===== src/rtl/ra_pkg.sv =====
package ra_pkg;
   typedef enum logic [1:0] {
      OP_ALU  = 2'b00,
      OP_LOAD = 2'b01,
      OP_NONE = 2'b10,
      OP_RSVD = 2'b11
   } ra_op_e;

   typedef enum logic {
      MODE_NORMAL   = 1'b0,
      MODE_RUNAHEAD = 1'b1
   } ra_mode_e;
endpackage


===== src/rtl/ra_mode_ctl.sv =====
module ra_mode_ctl
   import ra_pkg::*;
#(
   parameter int PF_CW = 3
) (
   input  logic             clk,
   input  logic             rst,
   input  logic             miss_start,
   input  logic             fill_done,
   input  logic             pf_fire,
   output logic             mode_run,
   output logic             enter,
   output logic             restore,
   output logic             extra_miss,
   output logic [PF_CW-1:0] pf_cnt
);
   localparam logic [PF_CW-1:0] CNT_MAX = '1;

   ra_mode_e         mode_q;
   logic [PF_CW-1:0] cnt_q, cnt_d;
   logic [1:0]       inc;
   logic [PF_CW:0]   sum;

   assign mode_run   = (mode_q == MODE_RUNAHEAD);
   assign enter      = miss_start && !mode_run;
   assign restore    = fill_done && mode_run;
   assign extra_miss = miss_start && mode_run && !fill_done;

   always_comb begin
      inc = {1'b0, pf_fire} + {1'b0, extra_miss};
      sum = {1'b0, cnt_q} + (PF_CW+1)'(inc);
      cnt_d = (sum > {1'b0, CNT_MAX}) ? CNT_MAX : sum[PF_CW-1:0];
   end

   always_ff @(posedge clk) begin
      if (rst) begin
         mode_q <= MODE_NORMAL;
         cnt_q  <= '0;
      end else if (enter) begin
         mode_q <= MODE_RUNAHEAD;
         cnt_q  <= '0;
      end else if (restore) begin
         mode_q <= MODE_NORMAL;
      end else if (mode_run) begin
         cnt_q  <= cnt_d;
      end
   end

   assign pf_cnt = cnt_q;


   cnt_mono_chk: assert property (@(posedge clk) disable iff (rst)
      (mode_run && !restore) |=> (cnt_q >= $past(cnt_q)));


   idle_cnt_hold_chk: assert property (@(posedge clk) disable iff (rst)
      (!mode_run && !miss_start) |=> $stable(cnt_q));
endmodule


===== src/rtl/ra_poison_trk.sv =====
module ra_poison_trk #(
   parameter int NREG = 8,
   parameter int AW   = $clog2(NREG)
) (
   input  logic            clk,
   input  logic            rst,
   input  logic            mode_run,
   input  logic            enter,
   input  logic            restore,
   input  logic            extra_miss,
   input  logic [AW-1:0]   miss_dst,
   input  logic            wr_valid,
   input  logic            wr_poison,
   input  logic [AW-1:0]   wr_rd,
   input  logic [AW-1:0]   rs1,
   input  logic [AW-1:0]   rs2,
   input  logic            use_rs2,
   input  logic [AW-1:0]   rd_idx,
   output logic            src_poison,
   output logic            rd_poison,
   output logic [NREG-1:0] keep_mask
);
   logic [NREG-1:0] poison_q;
   logic [NREG-1:0] keep_q;

   for (genvar i = 0; i < NREG; i++) begin : g_bit
      always_ff @(posedge clk) begin
         if (rst || restore) begin
            poison_q[i] <= 1'b0;
            keep_q[i]   <= 1'b0;
         end else if (enter) begin
            poison_q[i] <= (miss_dst == AW'(i));
            keep_q[i]   <= 1'b0;
         end else if (wr_valid && wr_rd == AW'(i)) begin
            poison_q[i] <= wr_poison;
            keep_q[i]   <= !wr_poison;
         end else if (extra_miss && miss_dst == AW'(i)) begin
            poison_q[i] <= 1'b1;
            keep_q[i]   <= 1'b0;
         end
      end
   end

   assign src_poison = mode_run && (poison_q[rs1] || (use_rs2 && poison_q[rs2]));
   assign rd_poison  = poison_q[rd_idx];
   assign keep_mask  = keep_q;


   poison_idle_chk: assert property (@(posedge clk) disable iff (rst)
      !mode_run |-> (poison_q == '0));


   keep_clean_chk: assert property (@(posedge clk) disable iff (rst)
      (keep_q & poison_q) == '0);
endmodule


===== src/rtl/ra_regfile_ckpt.sv =====
module ra_regfile_ckpt #(
   parameter int NREG      = 8,
   parameter int DW        = 16,
   parameter int AW        = $clog2(NREG),
   parameter bit CLR_DATA  = 1'b1
) (
   input  logic            clk,
   input  logic            rst,
   input  logic            snap,
   input  logic            restore,
   input  logic [NREG-1:0] keep_mask,
   input  logic            we,
   input  logic [AW-1:0]   wa,
   input  logic [DW-1:0]   wd,
   input  logic [AW-1:0]   rs1,
   input  logic [AW-1:0]   rd_idx,
   output logic [DW-1:0]   rs1_val,
   output logic [DW-1:0]   rd_data
);
   logic [DW-1:0] regs_q [NREG];
   logic [DW-1:0] ckpt_q [NREG];

   for (genvar i = 0; i < NREG; i++) begin : g_reg
      logic [DW-1:0] nxt;
      always_comb begin
         nxt = regs_q[i];
         if (restore) begin
            if (!keep_mask[i]) nxt = ckpt_q[i];
         end else if (we && wa == AW'(i)) begin
            nxt = wd;
         end
      end

      if (CLR_DATA) begin : g_clr
         always_ff @(posedge clk) begin
            if (rst) begin
               regs_q[i] <= '0;
               ckpt_q[i] <= '0;
            end else begin
               regs_q[i] <= nxt;
               if (snap) ckpt_q[i] <= regs_q[i];
            end
         end
      end else begin : g_keep
         always_ff @(posedge clk) begin
            regs_q[i] <= nxt;
            if (snap) ckpt_q[i] <= regs_q[i];
         end
      end
   end

   assign rs1_val = regs_q[rs1];
   assign rd_data = regs_q[rd_idx];


   ckpt_hold_chk: assert property (@(posedge clk) disable iff (rst)
      !snap |=> (ckpt_q[0] == $past(ckpt_q[0])));


   restore_lane0_chk: assert property (@(posedge clk) disable iff (rst)
      (restore && !keep_mask[0]) |=> (regs_q[0] == $past(ckpt_q[0])));
endmodule


===== src/rtl/runahead_ctrl.sv =====
module runahead_ctrl
   import ra_pkg::*;
#(
   parameter int NREG  = 8,
   parameter int DW    = 16,
   parameter int PF_CW = 3,
   parameter int AW    = $clog2(NREG)
) (
   input  logic             clk,
   input  logic             rst,
   input  logic             miss_start,
   input  logic [AW-1:0]    miss_dst,
   input  logic             fill_done,
   input  logic             iss_valid,
   input  logic [1:0]       iss_op,
   input  logic [AW-1:0]    iss_rd,
   input  logic [AW-1:0]    iss_rs1,
   input  logic [AW-1:0]    iss_rs2,
   input  logic [DW-1:0]    iss_result,
   input  logic             iss_hit,
   input  logic [AW-1:0]    rd_idx,
   output logic [DW-1:0]    rd_data,
   output logic             rd_poison,
   output logic             mode,
   output logic             pf_valid,
   output logic [DW-1:0]    pf_addr,
   output logic [PF_CW-1:0] pf_count
);
   if (NREG < 2 || NREG > 64) begin : g_bad_nreg
      $error("runahead_ctrl: NREG out of range");
   end
   if (DW < 1) begin : g_bad_dw
      $error("runahead_ctrl: DW must be positive");
   end
   if (PF_CW < 1 || PF_CW > 16) begin : g_bad_cw
      $error("runahead_ctrl: PF_CW out of range");
   end

   logic            mode_run, enter, restore, extra_miss;
   logic            src_poison, pf_fire;
   logic            is_alu, is_load, is_op;
   logic            ra_act, nm_act, ra_commit;
   logic [NREG-1:0] keep_mask;
   logic [DW-1:0]   rs1_val;

   assign is_alu  = (iss_op == OP_ALU);
   assign is_load = (iss_op == OP_LOAD);
   assign is_op   = is_alu || is_load;

   assign ra_act    = mode_run && iss_valid && is_op && !restore;
   assign nm_act    = !mode_run && iss_valid && is_op && !miss_start;
   assign pf_fire   = ra_act && is_load && !iss_hit && !src_poison;
   assign ra_commit = ra_act && !src_poison && !(is_load && !iss_hit);

   ra_mode_ctl #(.PF_CW(PF_CW)) u_mode (
      .clk        (clk),
      .rst        (rst),
      .miss_start (miss_start),
      .fill_done  (fill_done),
      .pf_fire    (pf_fire),
      .mode_run   (mode_run),
      .enter      (enter),
      .restore    (restore),
      .extra_miss (extra_miss),
      .pf_cnt     (pf_count)
   );

   ra_poison_trk #(.NREG(NREG), .AW(AW)) u_poison (
      .clk        (clk),
      .rst        (rst),
      .mode_run   (mode_run),
      .enter      (enter),
      .restore    (restore),
      .extra_miss (extra_miss),
      .miss_dst   (miss_dst),
      .wr_valid   (ra_act),
      .wr_poison  (!ra_commit),
      .wr_rd      (iss_rd),
      .rs1        (iss_rs1),
      .rs2        (iss_rs2),
      .use_rs2    (is_alu),
      .rd_idx     (rd_idx),
      .src_poison (src_poison),
      .rd_poison  (rd_poison),
      .keep_mask  (keep_mask)
   );

   ra_regfile_ckpt #(.NREG(NREG), .DW(DW), .AW(AW), .CLR_DATA(1'b1)) u_rf (
      .clk       (clk),
      .rst       (rst),
      .snap      (enter),
      .restore   (restore),
      .keep_mask (keep_mask),
      .we        (nm_act || ra_commit),
      .wa        (iss_rd),
      .wd        (iss_result),
      .rs1       (iss_rs1),
      .rd_idx    (rd_idx),
      .rs1_val   (rs1_val),
      .rd_data   (rd_data)
   );

   assign mode     = mode_run;
   assign pf_valid = pf_fire;
   assign pf_addr  = rs1_val;


   pf_normal_chk: assert property (@(posedge clk) disable iff (rst)
      pf_valid |-> mode);


   pf_poison_chk: assert property (@(posedge clk) disable iff (rst)
      src_poison |-> !pf_valid);


   fill_exit_chk: assert property (@(posedge clk) disable iff (rst)
      (mode && fill_done) |=> !mode);


   enter_chk: assert property (@(posedge clk) disable iff (rst)
      (!mode && miss_start) |=> (mode && pf_count == '0));
endmodule


===== config.mk =====
export PLATFORM = sky130hd
export DESIGN_NAME = runahead_ctrl
export DESIGN_NICKNAME = d
export VERILOG_FILES = /design/src/rtl/ra_pkg.sv /design/src/rtl/ra_mode_ctl.sv /design/src/rtl/ra_poison_trk.sv /design/src/rtl/ra_regfile_ckpt.sv /design/src/rtl/runahead_ctrl.sv
export SDC_FILE = /design/constraint.sdc
export NUM_CORES = 1
export LEC_CHECK = 0
export BUFFER_PORTS_ARGS = -buffer_cell sky130_fd_sc_hd__buf_2
export CAP_MARGIN = 20
export CORE_ASPECT_RATIO = 0.5
export CORE_MARGIN = 3
export CORE_UTILIZATION = 60
export DETAILED_ROUTE_END_ITERATION = 16
export PLACE_DENSITY = 0.8
export SLEW_MARGIN = 20
export SYNTH_ARGS = -nofsm -noshare
export SYNTH_HDL_FRONTEND = slang
export SYNTH_SLANG_ARGS = --single-unit

===== constraint.sdc =====
create_clock -name clk -period 10.81 [get_ports clk]
set_clock_uncertainty 0.1 [all_clocks]
set_input_delay 0.5405 -clock clk [delete_from_list [all_inputs] [get_ports clk]]
set_output_delay 0.5405 -clock clk [all_outputs]
set_load 0.03 [all_outputs]

==> results of run 1 <==
==> final timing paths <==
kind	endpoint	slack, ns
setup / recovery	u_rf.regs_q[2][14]	7.00
hold / removal	u_mode.mode_run	0.26
setup reg to reg	u_rf.regs_q[2][14]	7.34
hold reg to reg	u_poison.keep_mask[6]	0.38
==> registers in the layout, indices dropped and copies added, names as in the netlist <==
register and count:
u_mode.mode_run 1, u_mode.pf_cnt 3, u_poison.keep_mask 8, u_poison.poison_q 8, u_rf.ckpt_q 128, u_rf.regs_q 128
==> area by class of cell <==
cell class	instances	area share, %
Inverter	33	0.817
Multi-Input combinational cell	753	42.7
Sequential cell	276	44.9
Tap cell	300	2.48
Timing Repair Buffer	100	3.74
Clock inverter	7	0.272
Clock buffer	38	5.13
==> power by group through the flow <==
stage	clock network, mW	logic [mW]	registers [mW]
finish	0.890	0.353	1.21
global route	0.939	0.374	1.22
CTS	0.889	0.346	1.21
detailed placement	0	0.344	1.23
global placement	0	0.333	1.22
floorplan	0	0.249	1.22
==> per-stage QoR <==
step           area, sq um  hold slack, ns  total power [mW]  std cells  setup WS, ns
2_1_floorplan        13900           0.336              1.47       1192          5.96
3_3_place_gp         14300           0.358              1.56       1462          6.76
4_1_cts              15100           0.250              2.44       1507          7.14
5_1_grt              15200           0.264              2.53       1507          6.96
6_report             15200           0.256              2.45       1507          7.00
3_5_place_dp         14300           0.363              1.57       1462          6.64
==> worst reg2reg max path, cell delays in order, from the launching register on <==
cell and delay, ns:
dfxtp_1 0.35, mux4_2 0.53, mux2_4 0.31, a31oi_4 0.64
buf_4 0.43, a21o_1 0.72, a211oi_1 0.21
==> cells in the final DEF (no fill, tap or decap), drive strengths merged, types with 2 or more instances in the layout <==
master / n
a211oi: 196
o311a: 2
o311ai: 4
nand2b: 10
inv: 34
o22a: 4
mux4: 69
clkbuf: 38
nor3: 36
dfxtp: 148
mux2: 36
a21oi: 75
o22ai: 8
nor2b: 5
and2: 118
edfxtp: 128
nand2: 14
and3: 2
a311oi: 2
clkinv: 6
or2: 3
o21ai: 3
nor4: 3
a22oi: 9
nor2: 54
nor3b: 2
a21o: 6
buf: 100
nand3: 3
a31oi: 4
nor4b: 3
a221oi: 65
==> cell families after synthesis <==
| group | synth area share (%) |
|---|---|
| muxes | 14.3 |
| AOI/OAI and AO/OA | 21.0 |
| and+or+nand+nor | 10.3 |
| buffers and inverters | 5.02 |
| adders and majority gates | 0.235 |
| DFF | 49.1 |
==> layer usage <==
| layer | up-vias | wire length (um) | share of wire [%] |
|---|---|---|---|
| met3 | 105 | 6030 | 14 |
| met1 | 5540 | 16600 | 40 |
| met4 | 0 | 1200 | 2.9 |
| met5 | - | 0 | 0 |
| met2 | 848 | 17800 | 43 |
| li1 | 4671 | - | - |
==> impl_metrics.json, run 1 <==
{
  "max_freq_mhz": 263,
  "rsz0062_at_grt": "false",
  "yosys.area.top_type": "edfxtp_1",
  "hold_buffers": 0,
  "cp-startpoint": "iss_rs1[2]",
  "seq_area_frac_synth_pct": 49.1,
  "setup_violations": 0,
  "drt_iter0_markers": 1644,
  "synthArstFlopShare_pct": 0,
  "start_util_pct": 62.5,
  "synth_cells": 1192,
  "min-delay-start": "miss_start",
  "root_buffer": "clkbuf_16",
  "path_clk_slew_ns": 0.07,
  "path_buf_inv": 2,
  "slowest_delay_ns": 0.71,
  "outcome": "completed",
  "synth-edff-count": 128,
  "cp.required_ns": 11.07,
  "track_usage_pct": 33.2,
  "area_growth_syn_to_layout_pct": 9.41,
  "cp_num_cells": 7,
  "crit_chain": "buf_2 > mux4_2 > mux2_4 > a31oi_4 > buf_4 > a21o_1 > a211oi_1",
  "fillers": 1582,
  "drtAntennaViolNets": 0,
  "yosysMostFrequentCell": "a211oi_1",
  "grt_pass1_vias": 11100,
  "critical_path_class": "in -> reg",
  "rows": 38,
  "hold_class": "in -> reg",
  "drive_gt1_share_pct": 23.2,
  "nNetsFinal": 1230,
  "portBuffers": 76,
  "arrival_ns": 4.07,
  "combPwrFrac_pct": 14.4,
  "swShare_pct": 27.2,
  "maxCapViolations": 0,
  "place_hpwl_um": 24500,
  "vdd_ir_drop_max_mv": 0.0866,
  "syn_area_sq_um": 13900,
  "gr-usage-met2_pct": 49.2,
  "synth_area_leaders": "edfxtp_1, dfxtp_1, mux4_2",
  "period_share_pct": 35.2,
  "cts.sinks": 276,
  "synth.top_cell.area_share_pct": 27.8,
  "busiest_layer": "met2",
  "htreeDepth": 1,
  "via_per_inst": 7.41,
  "seq_area_sq_um": 6810,
  "cts-buffers-inserted": 25,
  "seqPwrFrac_pct": 49.4,
  "grtUsageMet3_pct": 10.2,
  "cts_tree": "built",
  "cts_resized": 0,
  "multi_input_area_sq_um": 6460,
  "end_kind": "flip-flop",
  "path_max_fanout": 24,
  "hold_viol": 0,
  "pwr-share-clk_pct": 36.3,
  "die-area_sq_um": 25100,
  "avgSynthCellArea_sq_um": 11.6,
  "r2r-start": "u_poison.poison_q[7]",
  "drt_wl_total_um": 41600,
  "crit_slowest_cell": "a21o_1",
  "p_sw_mw": 0.667,
  "r2r_cells": 6,
  "grt_use_met1_pct": 47.8,
  "routabilityCongestion": 0.943,
  "ys_ff_latch": 276,
  "grt_pass1_wl_um": 65400,
  "finish.utilization_pct": 68.4,
  "antenna_found_initial": 0,
  "synth_common_cells": "a211oi_1, dfxtp_1, edfxtp_1, and2_1, clkbuf_1",
  "synth_cell_types": 61,
  "die_h_um": 113,
  "worstHoldPathCells": 3,
  "worst_pin_slew_ns": 1.19,
  "syn-num-nets": 1233,
  "routedWlPerCell_um": 27.6,
  "slew_viol_final": 0,
  "cts_setup_buffers": 0,
  "p_leak_nw": 5.26,
  "gr-total-overflow": 0,
  "relSlewSlack_pct": 20.4,
  "clock_latency_ns": 0.53,
  "synth-main-ff-cell": "dfxtp_1",
  "power_density_nw_per_um2": 162,
  "core_sq_um": 22200,
  "n_antenna_cell": 0,
  "crit_path_start_kind": "input port",
  "period_needed_ns": 3.81,
  "crit_family": "compound AO/OA/AOI/OAI gates",
  "vias": 11200,
  "ios": 77,
  "p_int_mw": 1.79,
  "clockBufferDepth": 3,
  "drc": 0,
  "yosys_warnings": 0,
  "die_width_um": 221,
  "grt_max_degree": 101,
  "setup-tns-final_ns": 0,
  "dr.pass1.iters": 5
}
Power figures use the tool's default switching activity.
==> run 2: changes to the inputs <==
clock period = 3.7 ns   (was 10.81 ns; I/O delays follow)
==> run 2 against run 1 <==
Worst setup slack got worse by 6.6 ns. Power increased to 3.0 times the previous value. Clock power increased to 3.1 times the previous value. Routed wire length increased by 6.2%. Via count increased by 3.0%. Critical path type is now reg -> reg. Critical endpoint is now u_rf.regs_q[5][8].
==> impl_metrics.json, run 2 (same netlist as run 1, synthesis figures left out) <==
{
  "vdd_ir_drop_max_mv": 0.288,
  "path_clk_slew_ns": 0.07,
  "area_growth_syn_to_layout_pct": 11.2,
  "critical_path_class": "reg -> reg",
  "rows": 38,
  "combPwrFrac_pct": 14.9,
  "drtAntennaViolNets": 0,
  "p_leak_nw": 5.39,
  "n_antenna_cell": 0,
  "rsz0062_at_grt": "false",
  "p_sw_mw": 2.01,
  "final_common_cell": "a211oi_1",
  "slew_viol_final": 0,
  "root_buffer": "clkbuf_16",
  "drt_wl_total_um": 44200,
  "worst_pin_slew_ns": 1.20,
  "cp.required_ns": 3.96,
  "cp-startpoint": "u_mode.mode_run",
  "cts-buffers-inserted": 25,
  "place_hpwl_um": 25500,
  "clockBufferDepth": 3,
  "cts.sinks": 276,
  "r2r-start": "u_mode.mode_run",
  "end_kind": "flip-flop",
  "core_sq_um": 22200,
  "power_density_nw_per_um2": 477,
  "grt_pass1_wl_um": 67200,
  "setup-tns-final_ns": 0,
  "dr.pass1.iters": 6,
  "total_power_mw": 7.34,
  "seqPwrFrac_pct": 48.1,
  "vias": 11500,
  "p_int_mw": 5.33,
  "via_per_inst": 7.54,
  "period_share_pct": 87.9,
  "gr-total-overflow": 0,
  "clock_latency_ns": 0.53,
  "nNetsFinal": 1247,
  "start_util_pct": 62.5,
  "routabilityCongestion": 0.993,
  "drive_gt1_share_pct": 23.8,
  "htreeDepth": 1,
  "relSlewSlack_pct": 20.0,
  "outcome": "completed",
  "die_h_um": 113,
  "path_max_fanout": 15,
  "period_needed_ns": 3.25,
  "drt_iter0_markers": 2071,
  "grt_pass1_vias": 11400,
  "antenna_found_initial": 0,
  "grt_max_degree": 102,
  "die_width_um": 221,
  "max_freq_mhz": 307,
  "min-delay-start": "miss_dst[2]",
  "track_usage_pct": 34.6,
  "setup_violations": 0,
  "cts_tree": "built",
  "hold_viol": 0,
  "cts_setup_buffers": 0,
  "drc": 0,
  "die-area_sq_um": 25100,
  "fillers": 1598,
  "hold_class": "in -> reg",
  "portBuffers": 76,
  "mostFrequentLayoutCells": "a211oi_1, dfxtp_1, edfxtp_1",
  "reg_top3": "u_rf.ckpt_q: 128 flops, u_rf.regs_q: 128 flops",
  "ios": 77,
  "arrival_ns": 3.51,
  "routedWlPerCell_um": 29.0,
  "pwr-share-clk_pct": 37.1,
  "swShare_pct": 27.4,
  "maxCapViolations": 0,
  "crit_path_start_kind": "flip-flop"
}
==> run 2: final cells by class <==
type                            count  area (sq um)  area share [%]
Sequential cell                   276          6810            44.2
Multi-Input combinational cell    753          6470            42.0
Clock buffer                       35           703            4.57
Timing Repair Buffer              117           790            5.13
Inverter                           33           124           0.804
Clock inverter                     11           133           0.861
Tap cell                          300           375            2.44
==> run 2: path summary, 6_finish.rpt <==
kind	endpoint	slack (ns)	cells past startpoint
worst min-delay path	u_poison.keep_mask[6]	0.03	4
worst max register to register	u_rf.regs_q[5][8]	0.45	7
worst min register to register	u_poison.keep_mask[6]	0.38	2
worst max-delay path	u_rf.regs_q[5][8]	0.45	7
==> run 2: through the flow <==
step | util [%] | hold slack (ns) | worst slack [ns] | cells | area (sq um)
final | 69.5 | 0.0328 | 0.447 | 1525 | 15400
after global routing | 69.5 | 0.0620 | 0.261 | 1525 | 15400
after CTS | 69.4 | 0.00951 | 0.525 | 1525 | 15400
after detailed placement | 65.4 | 0.366 | 0.586 | 1474 | 14500
after global placement | 65.3 | 0.363 | 0.657 | 1472 | 14500
after floorplan | - | 0.214 | 0.629 | 1192 | 13900
==> run 2: critical path, cell delays in order (launching register included) <==
cell       delay [ns]
dfxtp_1          0.47
nand4bb_1        0.47
nor4b_1          0.93
o311ai_4         0.31
buf_8            0.24
buf_6            0.16
a221oi_1         0.28
a211oi_1         0.10
==> run 2: timing repair <==
| action | CTS | global route |
|---|---|---|
| endpoints found under the hold margin | 11 | 0 |
| gates resized for setup | 0 | 0 |
| hold buffers | 5 | 0 |
==> run 2: power groups by stage <==
| stage | Combinational (mW) | Sequential [mW] | Clock [mW] |
|---|---|---|---|
| floorplan | 0.729 | 3.55 | 0 |
| global placement | 1.02 | 3.57 | 0 |
| detailed placement | 1.05 | 3.59 | 0 |
| CTS | 1.06 | 3.52 | 2.70 |
| global route | 1.14 | 3.55 | 2.83 |
| finish | 1.09 | 3.53 | 2.72 |
==> run 2: metal layers <==
layer  wire length (um)  up-vias  global-route usage [%]
met2              18900      951                    51.3
met4               1670        0                    13.1
met1              16500     5701                    48.1
met5                  0        -                       0
li1                   -     4702                       -
met3               7170      147                    11.1
==> run 3: changes to the inputs <==
CELL_PAD_IN_SITES_DETAIL_PLACEMENT = 0   (was default)
CELL_PAD_IN_SITES_GLOBAL_PLACEMENT = 2   (was default)
CORE_UTILIZATION = 42   (was 60)
PLACE_DENSITY = 0.81   (was 0.8)
==> run 3 against run 2 <==
The flow now finishes with violations (hold timing). Maximum frequency increased by 5.3%. Non-clock buffer count down 1. First-iteration DRC count decreased by 39%. Routed wire length increased by 4.5%. Hold slack worse by 0.040 ns. Core utilization is 21 points lower. Sequential power barely moved. Worst setup slack improved by 0.16 ns. Global-route usage shrank 8.9 points. Clock-buffer cell count is 1 higher. Sequential cell count is the same. Critical path type unchanged.
==> impl_metrics.json, run 3 (same netlist as run 1, synthesis figures left out) <==
{
  "cts_setup_buffers": 0,
  "drc": 0,
  "p_leak_nw": 5.43,
  "cts.sinks": 276,
  "hold_viol": 1,
  "rows": 46,
  "antenna_found_initial": 0,
  "via_per_inst": 6.60,
  "cts_resized": 0,
  "p_sw_mw": 2.09,
  "seqPwrFrac_pct": 46.6,
  "pre_cts_ws_ns": 0.660,
  "worst_pin_slew_ns": 0.999,
  "drive_gt1_share_pct": 24.4,
  "maxCapViolations": 0,
  "core_sq_um": 32100,
  "grt_pass1_wl_um": 69400,
  "path_clk_slew_ns": 0.07,
  "grt_pass1_vias": 10800,
  "period_share_pct": 83.5,
  "final_common_cell": "a211oi_1",
  "grt_max_degree": 163,
  "gr-total-overflow": 0,
  "clock_latency_ns": 0.56,
  "period_needed_ns": 3.09,
  "routedWlPerCell_um": 27.8,
  "cts_tree": "built",
  "vdd_ir_drop_max_mv": 0.347,
  "mostFrequentLayoutCells": "a211oi_1, dfxtp_1, edfxtp_1",
  "n_antenna_cell": 0,
  "rsz0062_at_grt": "false",
  "slew_viol_final": 0,
  "area_growth_syn_to_layout_pct": 13.2,
  "cp.required_ns": 4.06,
  "p_int_mw": 5.49,
  "hold_class": "in -> reg",
  "failed_checks": "hold timing",
  "hold_buffers": 3,
  "htreeDepth": 1,
  "cts-buffers-inserted": 27,
  "root_buffer": "clkbuf_16",
  "worst_hold_slack_ns": -0.00725,
  "die-area_sq_um": 35300,
  "nNetsFinal": 1248,
  "drt_iter0_markers": 1268,
  "path_max_fanout": 17,
  "critical_path_class": "reg -> reg",
  "end_kind": "flip-flop",
  "die_width_um": 263,
  "dr.pass1.iters": 5,
  "portBuffers": 76,
  "ios": 77,
  "fillers": 2892,
  "setup-tns-final_ns": 0,
  "track_usage_pct": 25.7,
  "place_hpwl_um": 26900,
  "combPwrFrac_pct": 14.2,
  "drtAntennaViolNets": 0,
  "relSlewSlack_pct": 33.2,
  "start_util_pct": 43.2,
  "power_density_nw_per_um2": 484,
  "die_h_um": 134,
  "swShare_pct": 27.6,
  "clockBufferDepth": 3,
  "setup_slack_ns": 0.610,
  "outcome": "finished, violations left",
  "arrival_ns": 3.45,
  "pwr-share-clk_pct": 39.2,
  "drt_wl_total_um": 46200,
  "reg_top3": "u_rf.ckpt_q: 128 flops, u_rf.regs_q: 128 flops",
  "routabilityCongestion": 0.839,
  "total_power_mw": 7.58,
  "max_freq_mhz": 324,
  "crit_path_start_kind": "flip-flop",
  "vias": 11000,
  "setup_violations": 0
}
[run 3: critical path, stage by stage (launching register included)]
cell	delay, ns
dfxtp_1	0.46
nand4bb_1	0.46
nor4_2	0.60
o311ai_4	0.42
and2_1	0.58
a211oi_1	0.36
[run 3: power by group through the flow]
stage	registers, mW	clock network (mW)	logic [mW]
finish	3.53	2.97	1.08
CTS	3.53	3.01	1.07
floorplan	3.55	0	0.729
global route	3.55	3.12	1.15
global placement	3.58	0	1.05
detailed placement	3.59	0	1.07
[run 3: layout make-up]
type                    count  area [sq um]  area share, %
clock inverters            14           166           1.06
inverters                  33           124          0.790
flip-flops and latches    276          6810           43.4
clock buffers              36           781           4.98
well taps                 432           541           3.45
multi-input cells         753          6490           41.4
repair buffers            116           766           4.89
[run 3: worst paths after layout]
check / start / to / slack (ns) / cells after the start
setup / recovery: u_mode.mode_run / u_rf.regs_q[4][14] / 0.61 / 5
hold / removal: iss_hit / u_poison.poison_q[1] / -0.007 / 3
setup reg to reg: u_mode.mode_run / u_rf.regs_q[4][14] / 0.61 / 5
hold reg to reg: u_poison.keep_mask[6] / u_poison.keep_mask[6] / 0.39 / 2
[run 3: through the flow]
step                hold slack [ns]  cell area, sq um  instances  utilization (%)
global placement              0.367             14700       1607             45.8
CTS                         0.00782             15700       1660             48.9
finish                     -0.00725             15700       1660             48.9
floorplan                     0.214             13900       1192                -
detailed placement            0.370             14700       1607             45.8
global route                 0.0477             15700       1660             48.9
[run 3: metal layers]
| layer | track usage [%] | share of wire (%) |
|---|---|---|
| met4 | 5.84 | 2.3 |
| met1 | 37.2 | 45 |
| met2 | 37.5 | 42 |
| met5 | 0 | 0 |
| met3 | 8.21 | 11 |
